==> config.mk <==
export PLATFORM = sky130hd
export DESIGN_NAME = frame_seq_ctrl
export DESIGN_NICKNAME = d
export VERILOG_FILES = /design/src/rtl/frame_seq_pkg.sv /design/src/rtl/frame_seq_pending.sv /design/src/rtl/frame_seq_counter.sv /design/src/rtl/frame_seq_irq.sv /design/src/rtl/frame_seq_ctrl.sv
export SDC_FILE = /design/constraint.sdc
export NUM_CORES = 1
export LEC_CHECK = 0
export ABC_AREA = 1
export BUFFER_PORTS_ARGS = -buffer_cell sky130_fd_sc_hd__buf_4
export CAP_MARGIN = 10
export CELL_PAD_IN_SITES_DETAIL_PLACEMENT = 1
export CELL_PAD_IN_SITES_GLOBAL_PLACEMENT = 1
export CORE_ASPECT_RATIO = 0.8
export CORE_MARGIN = 4
export CORE_UTILIZATION = 46
export DETAILED_ROUTE_END_ITERATION = 16
export PLACE_DENSITY = 0.83
export SYNTH_ARGS = -nofsm -noshare
export SYNTH_HDL_FRONTEND = slang
export SYNTH_HIERARCHICAL = 1
export SYNTH_SLANG_ARGS = --single-unit
==> constraint.sdc <==
create_clock -name clk -period 4.8 [get_ports clk]
set_input_delay 0.96 -clock clk [delete_from_list [all_inputs] [get_ports clk]]
set_output_delay 0.96 -clock clk [all_outputs]
set_load 0.03 [all_outputs]
==> src/rtl/frame_seq_pkg.sv <==
package frame_seq_pkg;

  typedef enum logic {
    SEQ_FOUR = 1'b0,
    SEQ_FIVE = 1'b1
  } seq_mode_e;

  typedef struct packed {
    seq_mode_e mode;
    logic      inhibit;
  } mode_cfg_t;

  // Bit positions inside the written control byte
  localparam int MODE_BIT = 7;
  localparam int INH_BIT  = 6;

  // Apply delay, in enabled cycles, chosen by parity at write time
  localparam int DLY_EVEN = 3;
  localparam int DLY_ODD  = 4;
  localparam int DLY_W    = $clog2(DLY_ODD + 1);

endpackage

==> src/rtl/frame_seq_pending.sv <==
module frame_seq_pending
  import frame_seq_pkg::*;
(
  input  logic      clk,
  input  logic      rst_n,
  input  logic      tick_en,
  input  logic      wr_en,
  input  mode_cfg_t wr_cfg,
  output logic      apply_o,
  output mode_cfg_t cfg_o
);

  logic             pend_q, pend_d;
  logic             par_q, par_d;
  logic [DLY_W-1:0] dly_q, dly_d;
  mode_cfg_t        cfg_q, cfg_d;

  // Next state: a write reloads the delay; otherwise enabled cycles count it down
  always_comb begin
    pend_d  = pend_q;
    par_d   = par_q;
    dly_d   = dly_q;
    cfg_d   = cfg_q;
    apply_o = 1'b0;
    if (tick_en) begin
      par_d = ~par_q;
    end
    if (wr_en) begin
      cfg_d  = wr_cfg;
      pend_d = 1'b1;
      dly_d  = par_q ? DLY_W'(DLY_ODD) : DLY_W'(DLY_EVEN);
    end else if (tick_en && pend_q) begin
      dly_d = dly_q - DLY_W'(1);
      if (dly_q == DLY_W'(1)) begin
        pend_d  = 1'b0;
        apply_o = 1'b1;
      end
    end
  end

  always_ff @(posedge clk or negedge rst_n) begin
    if (!rst_n) begin
      pend_q <= 1'b0;
      par_q  <= 1'b0;
      dly_q  <= '0;
      cfg_q  <= '{mode: SEQ_FOUR, inhibit: 1'b0};
    end else begin
      pend_q <= pend_d;
      par_q  <= par_d;
      dly_q  <= dly_d;
      cfg_q  <= cfg_d;
    end
  end

  assign cfg_o = cfg_q;

endmodule

==> src/rtl/frame_seq_counter.sv <==
module frame_seq_counter
  import frame_seq_pkg::*;
#(
  parameter int STEP1_CYC = 7457,
  parameter int STEP2_CYC = 14913,
  parameter int STEP3_CYC = 22371,
  parameter int STEP4_CYC = 29829,
  parameter int STEP5_CYC = 37281
) (
  input  logic      clk,
  input  logic      rst_n,
  input  logic      tick_en,
  input  logic      apply_i,
  input  mode_cfg_t cfg_i,
  output logic      qtr_o,
  output logic      half_o,
  output logic      set_irq_o,
  output logic      live_inh_o
);

  localparam int N_STEPS = 5;
  localparam int CNT_W   = $clog2(STEP5_CYC + 1);
  localparam int STEP_T [N_STEPS] = '{STEP1_CYC, STEP2_CYC, STEP3_CYC, STEP4_CYC, STEP5_CYC};

  logic [CNT_W-1:0]   cnt_q, cnt_d, cnt_inc;
  mode_cfg_t          live_q, live_d;
  logic               qtr_q, qtr_d, half_q, half_d;
  logic [N_STEPS-1:0] hit;
  logic               last_hit, qtr_hit, half_hit;

  assign cnt_inc = cnt_q + CNT_W'(1);

  // One comparator per step position
  generate
    for (genvar g = 0; g < N_STEPS; g++) begin : g_step
      assign hit[g] = (cnt_inc == CNT_W'(STEP_T[g]));
    end
  endgenerate

  always_comb begin
    last_hit  = (live_q.mode == SEQ_FIVE) ? hit[4] : hit[3];
    qtr_hit   = (|hit[2:0]) | last_hit;
    half_hit  = hit[1] | last_hit;
    cnt_d     = cnt_q;
    live_d    = live_q;
    qtr_d     = 1'b0;
    half_d    = 1'b0;
    set_irq_o = 1'b0;
    if (apply_i) begin
      live_d = cfg_i;
      cnt_d  = '0;
      qtr_d  = (cfg_i.mode == SEQ_FIVE);
      half_d = (cfg_i.mode == SEQ_FIVE);
    end else if (tick_en) begin
      cnt_d     = last_hit ? '0 : cnt_inc;
      qtr_d     = qtr_hit;
      half_d    = half_hit;
      set_irq_o = last_hit && (live_q.mode == SEQ_FOUR) && !live_q.inhibit;
    end
  end

  always_ff @(posedge clk or negedge rst_n) begin
    if (!rst_n) begin
      cnt_q  <= '0;
      live_q <= '{mode: SEQ_FOUR, inhibit: 1'b0};
      qtr_q  <= 1'b0;
      half_q <= 1'b0;
    end else begin
      cnt_q  <= cnt_d;
      live_q <= live_d;
      qtr_q  <= qtr_d;
      half_q <= half_d;
    end
  end

  assign qtr_o      = qtr_q;
  assign half_o     = half_q;
  assign live_inh_o = live_q.inhibit;

endmodule

==> src/rtl/frame_seq_irq.sv <==
module frame_seq_irq (
  input  logic clk,
  input  logic rst_n,
  input  logic clr_i,
  input  logic set_i,
  input  logic live_inh_i,
  input  logic ext_irq_i,
  output logic flag_o,
  output logic irq_o
);

  logic flag_q, flag_d;

  // Clear from an inhibiting write outranks a same-cycle set
  always_comb begin
    flag_d = flag_q;
    if (clr_i) begin
      flag_d = 1'b0;
    end else if (set_i) begin
      flag_d = 1'b1;
    end
  end

  always_ff @(posedge clk or negedge rst_n) begin
    if (!rst_n) begin
      flag_q <= 1'b0;
    end else begin
      flag_q <= flag_d;
    end
  end

  assign flag_o = flag_q;
  assign irq_o  = ext_irq_i | (flag_q & ~live_inh_i);

endmodule

==> src/rtl/frame_seq_ctrl.sv <==
module frame_seq_ctrl
  import frame_seq_pkg::*;
#(
  parameter int STEP1_CYC = 7457,
  parameter int STEP2_CYC = 14913,
  parameter int STEP3_CYC = 22371,
  parameter int STEP4_CYC = 29829,
  parameter int STEP5_CYC = 37281
) (
  input  logic       clk,
  input  logic       rst_n,
  input  logic       cpu_tick,
  input  logic       mode_wr,
  input  logic [7:0] mode_wdata,
  input  logic       ext_irq,
  output logic       qtr_clk,
  output logic       half_clk,
  output logic       frame_irq_flag,
  output logic       irq_out
);

  mode_cfg_t wr_cfg;
  mode_cfg_t pend_cfg;
  logic      apply_w;
  logic      set_irq_w;
  logic      live_inh_w;
  logic      clr_w;
  logic      unused_wdata_bits;

  assign wr_cfg.mode       = seq_mode_e'(mode_wdata[MODE_BIT]);
  assign wr_cfg.inhibit    = mode_wdata[INH_BIT];
  assign clr_w             = mode_wr & mode_wdata[INH_BIT];
  assign unused_wdata_bits = ^mode_wdata[5:0];

  frame_seq_pending u_pending (
    .clk     (clk),
    .rst_n   (rst_n),
    .tick_en (cpu_tick),
    .wr_en   (mode_wr),
    .wr_cfg  (wr_cfg),
    .apply_o (apply_w),
    .cfg_o   (pend_cfg)
  );

  frame_seq_counter #(
    .STEP1_CYC (STEP1_CYC),
    .STEP2_CYC (STEP2_CYC),
    .STEP3_CYC (STEP3_CYC),
    .STEP4_CYC (STEP4_CYC),
    .STEP5_CYC (STEP5_CYC)
  ) u_counter (
    .clk        (clk),
    .rst_n      (rst_n),
    .tick_en    (cpu_tick),
    .apply_i    (apply_w),
    .cfg_i      (pend_cfg),
    .qtr_o      (qtr_clk),
    .half_o     (half_clk),
    .set_irq_o  (set_irq_w),
    .live_inh_o (live_inh_w)
  );

  frame_seq_irq u_irq (
    .clk        (clk),
    .rst_n      (rst_n),
    .clr_i      (clr_w),
    .set_i      (set_irq_w),
    .live_inh_i (live_inh_w),
    .ext_irq_i  (ext_irq),
    .flag_o     (frame_irq_flag),
    .irq_o      (irq_out)
  );

endmodule

==> flow_summary.toml, run 1 <==
[grt]
grt-busiest-layer = "met2"
grtUsageMet1_pct = 31.94
antenna_found_initial = 0
grt_pass1_wl_mm = 10.42
gr-usage-met2_pct = 38.69
grt_pass1_vias = 2124
grt.overflow.total = 0
grt_util_all_layers_pct = 23.06
grt_max_degree = 29
gr-usage-met3_pct = 3.682

[worst_setup_path]
cp.arrival_ns = 2.98
slowest_stage = "nor2_1"
cp_max_fo = 12
crit_path_frequent_cell = "nor2_1"
crit_chain = "buf_4 -> nand2_1 -> nor2_1 -> and2_1 -> nor2_1 -> inv_1 -> nor2_1 -> nand3_1 -> nor2_1 -> nand3_1 -> nand3_1"
criticalPathCategory = "in2reg"
max_stage_delay_ns = 0.47
critPathTopFamily = "simple AND/OR/NAND/NOR gates"
path_buf_inv = 2
worstPathRequired_ns = 5.02
crit_path_end_kind = "flop"
critPathLaunchType = "primary input"

[worst_hold_path]
hold_path.class = "reg2reg"

[sta]
slew_headroom_pct = 62.88
rsz0062_at_grt = "no"
slew_viol_final = 0
fin_crit_sh_pct = 57.42
fmax_mhz = 362.9
period_needed_ns = 2.756
tns_ns = 0
hold_viol_final = 0
clock_skew_ns = 0.007930
finalSetupViolCount = 0
worst_slew_pin_slew_ns = 0.5547

[finish]
largest_register_ff_count = 16
syn_to_final_growth_pct = 9.572
fillers = 595
fin_nets = 345
postLayoutCoreUtil_pct = 53.51
top_register = "u_counter/cnt_q"
drive_above_1_share_pct = 17.79
diodes = 0

[route]
wire_per_inst_um = 15.29
route.detailed.drc = 0
dr.pass1.iters = 5
vias = 2006
antenna_left = 0
drt_iter0_markers = 117
drt-total-wl_mm = 5.857
via_per_inst = 5.238

[clocking]
cts-root-buf = "clkbuf_8"
h-tree-depth = 1
cts_setup_buffers = 0
cts_tree = "done"
hold_buffers = 0
cts_buffer_depth = 2
clock_sinks = 28
clkTransAtPathRegs_ns = 0.10
post_cts_resized = 0
numCtsBuffers = 3
insertion_delay_ns = 0.28

[yosys]
synth_fp_nets = 331
syn_area_mm2 = 0.002105
synth_top_area_share_pct = 33.29
ys_ff_latch = 28
synth_edf_count = 0
ys.flop_type = "dfrtp_1"
syn-mean-instance-area_um2 = 6.724
async_flop_share_pct = 100.0
synth_seq_area_share_pct = 33.29
yosysUniqueCellTypes = 28
yosys.area.top_type = "dfrtp_1"
synth.area.top_cells = "dfrtp_1 33%, nand2_1 19%, inv_1 6.6%"
yosysWarnings = 6
syn_inst = 313

[die]
core_area_mm2 = 0.004309
start_util_pct = 48.84
io_pins = 17
die_area_mm2 = 0.005728
std_cell_rows = 21
die_y_um = 68.50
die_w_um = 83.62

[power_and_ir_drop]
peakVddDrop_uv = 264.2
power.leakage_uw = 0.001115
p_per_area_mw_per_mm2 = 354.0
power_uw = 816.3

[placement]
hpwl_mm = 4.668
portBuffers = 10
gp_congestion = 0.9144

[run_status]
status = "finished clean"

[run]
max-cap-violations = 0
## final timing paths
kind	from	to	slack, ns	cells past startpoint
max in group asynchronous	rst_n	u_counter/cnt_q[0]	3.93	1
max	cpu_tick	u_counter/qtr_o	2.04	11
min	u_pending/par_q	u_pending/par_q	0.48	1
min reg2reg	u_pending/par_q	u_pending/par_q	0.48	1
max reg2reg	u_pending/dly_q[0]	u_counter/qtr_o	2.31	11
min in group asynchronous	rst_n	u_counter/cnt_q[8]	0.58	1
## kinds of logic after synthesis
family	count (synthesis)	share of synthesized area (%)
and+or+nand+nor	217	49.76
buffers and inverters	42	7.729
DFF	28	33.29
AOI/OAI and AO/OA	18	4.994
adders and majority gates	5	2.973
xor gates and xnor gates	3	1.249
## routing by layer
metal / wire (um) / vias to the layer above / part of all wire, %
li1: - / 1001 / -
met1: 2952 / 969 / 50
met2: 2637 / 32 / 45
met3: 229 / 4 / 3.9
met4: 38 / 0 / 0.65
met5: 0 / - / 0
## cells in the final DEF, fill, tap and decap left out, types with 2 or more instances in the layout
master / n
nand2_2: 14
nor3_1: 2
and2_1: 2
nand3_2: 8
inv_1: 37
dfrtp_1: 28
xor2_1: 3
buf_4: 11
nor2_4: 6
nor2_1: 37
clkbuf_8: 4
ha_1: 5
nand3_1: 20
a21oi_1: 3
o21ai_0: 9
o22ai_1: 4
nand2_1: 109
nor2_2: 7
nand4_1: 7
## cell usage after synthesis (4+ instances only)
library cell  instances
nor2_1               37
dfrtp_1              28
nand2_2              14
ha_1                  5
nand3_2               8
nand2_1             109
nor2_2                7
o21ai_0               9
inv_1                37
nand4_1               7
nor2_4                6
o22ai_1               4
nand3_1              20
## per-stage QoR
step	setup slack, ns	cells	hold WS (ns)	instance area (um2)
final	2.044	383	0.4791	2306
after global routing	1.828	383	0.5030	2306
after CTS	2.059	383	0.4786	2306
after detailed placement	1.761	379	0.4638	2251
after global placement	1.775	379	0.4565	2251
after floorplan	2.639	313	0.4419	2105
## power breakdown
part | switching [uW] | total, uW | internal [uW]
Clock | 75.7 | 149 | 73.6
Combinational | 210 | 315 | 105
Sequential | 63.2 | 352 | 289
## worst register-to-register path, cell delays in order, from the launching register on
cell and delay (ns):
dfrtp_1 0.40, ha_1 0.20, inv_1 0.05, nor2_1 0.05, and2_1 0.23, nor2_1 0.47, inv_1 0.38, nor2_1 0.24
nand3_1 0.11, nor2_1 0.09, nand3_1 0.12, nand3_1 0.10
## cell type report
class	instances	area, um2	share of cell area, %
multi-input cells	243	1241	53.83
inverters	40	155.1	6.728
clock buffers	4	55.05	2.387
well taps	57	71.32	3.093
flip-flops and latches	28	700.7	30.39
repair buffers	11	82.58	3.581
No activity file was read; power rests on OpenSTA's default activity.
==> run 2, diff against run 1 <==
--- a/config.mk
+++ b/config.mk
@@ -5,16 +5,16 @@
 export SDC_FILE = /design/constraint.sdc
 export NUM_CORES = 1
 export LEC_CHECK = 0
-export ABC_AREA = 1
+export ABC_AREA = 0
 export BUFFER_PORTS_ARGS = -buffer_cell sky130_fd_sc_hd__buf_4
 export CAP_MARGIN = 10
 export CELL_PAD_IN_SITES_DETAIL_PLACEMENT = 1
 export CELL_PAD_IN_SITES_GLOBAL_PLACEMENT = 1
 export CORE_ASPECT_RATIO = 0.8
 export CORE_MARGIN = 4
-export CORE_UTILIZATION = 46
+export CORE_UTILIZATION = 42
 export DETAILED_ROUTE_END_ITERATION = 16
-export PLACE_DENSITY = 0.83
+export PLACE_DENSITY = 0.74
 export SYNTH_ARGS = -nofsm -noshare
 export SYNTH_HDL_FRONTEND = slang
 export SYNTH_HIERARCHICAL = 1
==> constraint.sdc (replaced) <==
create_clock -name clk -period 2.4 [get_ports clk]
set_input_delay 0.48 -clock clk [delete_from_list [all_inputs] [get_ports clk]]
set_output_delay 0.48 -clock clk [all_outputs]
set_load 0.03 [all_outputs]
==> run 2 against run 1 <==
Net effect: the flow now finishes with violations (negative setup slack); total power increased to 3.0 times the previous value; utilization increased by 5.3 points; final cell count decreased by 14%; hold slack got worse by 0.38 ns; area after synthesis increased by 1.1%; wire length increased by 21%; largest cell class unchanged; highest routed layer unchanged; via count increased by 0.70%.
==> flow_summary.toml, run 2 <==
[run_status]
status = "complete, but fails checks"
violations = "negative setup slack"

[route]
drt-total-wl_mm = 7.097
drt_iter0_markers = 178
route.detailed.drc = 0
vias = 2020
dr.pass1.iters = 4
wire_per_inst_um = 21.44
via_per_inst = 6.103
antenna_left = 0

[yosys]
synth.area.top_cells = "dfrtp_1 33%, xnor2_1 4.1%, a32o_1 3.3%"
ys.flop_type = "dfrtp_1"
yosysUniqueCellTypes = 64
synth_top_area_share_pct = 32.94
synth_top_family_by_area = "simple AND/OR/NAND/NOR gates"
synthSimpleGateAreaFrac_pct = 26.29
ys_top_cells_by_count = "28 x dfrtp_1, 17 x nor2_1, 11 x nand2_1"
yosysMostFrequentCell = "dfrtp_1"
ys_ff_latch = 28
synth_fp_nets = 237
yosys.area.top_type = "dfrtp_1"
synth-compound-area-share_pct = 19.29
async_flop_share_pct = 100.0
synthMuxAreaShare_pct = 2.588
synth_edf_count = 0
syn_area_mm2 = 0.002127
synthAdderAreaFrac_pct = 2.941
syn_inst = 219
synth_seq_area_share_pct = 32.94
yosysWarnings = 6
synth_xor_area_share_pct = 6.588
syn-mean-instance-area_um2 = 9.713

[die]
die_area_mm2 = 0.006274
die_w_um = 87.57
std_cell_rows = 22
io_pins = 17
start_util_pct = 44.93
core_area_mm2 = 0.004735
die_y_um = 71.65

[finish]
top_register = "u_counter/cnt_q"
diodes = 0
final_cell_mix = "61 x buf_4, 23 x dfrtp_1, 15 x nor2_1"
drive_above_1_share_pct = 43.54
fin_nets = 290
syn_to_final_growth_pct = 31.00
largest_register_ff_count = 16
fillers = 535
final_common_cell = "buf_4"

[grt]
grt_pass1_vias = 2090
grt_util_all_layers_pct = 22.67
grt_pass1_wl_mm = 11.01
antenna_found_initial = 0
grt.overflow.total = 0
grt_max_degree = 29

[placement]
gp_congestion = 0.9838
portBuffers = 10
hpwl_mm = 4.819
dpl_worst_slack_ns = -0.05408

[sta]
setup_ws_ns = -0.04733
hold_slack_ns = 0.1019
slew_headroom_pct = 50.32
period_needed_ns = 2.447
clock_skew_ns = 0.01513
fmax_mhz = 408.6
worst_slew_pin_slew_ns = 0.7425
rsz0062_at_grt = "yes"
hold_viol_final = 0
slew_viol_final = 0
fin_crit_sh_pct = 102.0
finalSetupViolCount = 7

[worst_setup_path]
critPathLaunchType = "flop"
cp.arrival_ns = 2.64
crit_path_end_kind = "flop"
worstPathRequired_ns = 2.59
criticalPathCategory = "reg2reg"
cp_max_fo = 5

[worst_hold_path]
hold_path.class = "in2async"

[clocking]
cts_tree = "done"
numCtsBuffers = 3
clkTransAtPathRegs_ns = 0.11
clock_sinks = 28
cts-root-buf = "clkbuf_8"
insertion_delay_ns = 0.29
h-tree-depth = 1
cts_buffer_depth = 2

[power_and_ir_drop]
power_uw = 2429
p_per_area_mw_per_mm2 = 871.7
power.leakage_uw = 0.001200
peakVddDrop_uv = 484.6

[run]
max-cap-violations = 0
[run 2: cell types whose count changed after synthesis, moves of 6 or more]
cell,change
nand2_2,-14
nand3_2,-7
nand3_1,-13
nor2_4,-6
nor2_2,-7
nor2_1,-20
nand2_1,-98
xnor2_1,+10
a32o_1,+7
inv_1,-29
[run 2: per-stage QoR]
step / cell area (um2) / utilization (%) / std cells / setup TNS, ns
floorplan: 2130 / - / 219 / 0
global placement: 2446 / 51.66 / 313 / -0.05033
detailed placement: 2446 / 51.66 / 313 / -0.2464
CTS: 2676 / 56.53 / 326 / -0.003820
global route: 2786 / 58.85 / 331 / -1.593
finish: 2786 / 58.85 / 331 / -0.1754
[run 2: path summary, 6_finish.rpt]
| check | startpoint | end | slack [ns] | cells past startpoint |
|---|---|---|---|---|
| max reg2reg | u_counter/cnt_q[0] | u_counter/cnt_q[14] | -0.05 | 10 |
| min | rst_n | u_counter/cnt_q[3] | 0.10 | 1 |
| max in group asynchronous | rst_n | u_counter/cnt_q[12] | 1.98 | 1 |
| max | u_counter/cnt_q[0] | u_counter/cnt_q[14] | -0.05 | 10 |
| min reg2reg | u_pending/cfg_o[0] | u_counter/live_inh_o | 0.51 | 1 |
| min in group clk | mode_wdata[7] | u_pending/cfg_o[1] | 0.43 | 2 |
[run 2: layout make-up]
| class | instances | area [um2] | share of cell area (%) |
|---|---|---|---|
| timing repair buffer | 67 | 534.3 | 19.17 |
| multi-input combinational | 164 | 1369 | 49.12 |
| tap | 60 | 75.07 | 2.694 |
| sequential | 28 | 706.9 | 25.37 |
| clock buffer | 3 | 41.29 | 1.482 |
| clock inverter | 1 | 30.03 | 1.078 |
| inverter | 8 | 30.03 | 1.078 |
[run 2: logic make-up after synthesis]
logic type	Yosys count
xor+xnor	16
buf+inv	27
compound gates	51
fa+ha+maj	5
flops	28
mux	5
simple gates	87
[run 2: layer usage]
layer  vias up  track usage (%)  part of all wire [%]
li1        920                -                     -
met1      1019            32.91                    46
met2        66            36.87                    47
met3        15            3.218                   5.4
met4         0            2.555                   2.0
met5         -                0                     0
[run 2: what timing repair did]
item | CTS | global route
hold endpoints to repair | 0 | 0
cloned | 0 | 0
endpoints found under the setup margin | 12 | 14
hold buffers | 0 | 0
resized for setup | 19 | 16
pin swaps | 12 | 4
buffers inserted | 9 | 5
[run 2: power by group]
group	leakage, uW	internal, uW	switching, uW	total, uW
clock network	0.0000357	224	168	391
registers	0.000348	591	162	754
logic	0.000817	637	647	1280
total	0.00120	1450	977	2430
[run 2: critical path, stage by stage, from the launching register on]
cell	delay (ns)
dfrtp_2	0.46
ha_4	0.20
buf_4	0.16
nor2_2	0.14
a22oi_1	0.13
or2_2	0.32
o31ai_2	0.20
buf_4	0.15
nand4_2	0.15
buf_6	0.18
a32o_1	0.26
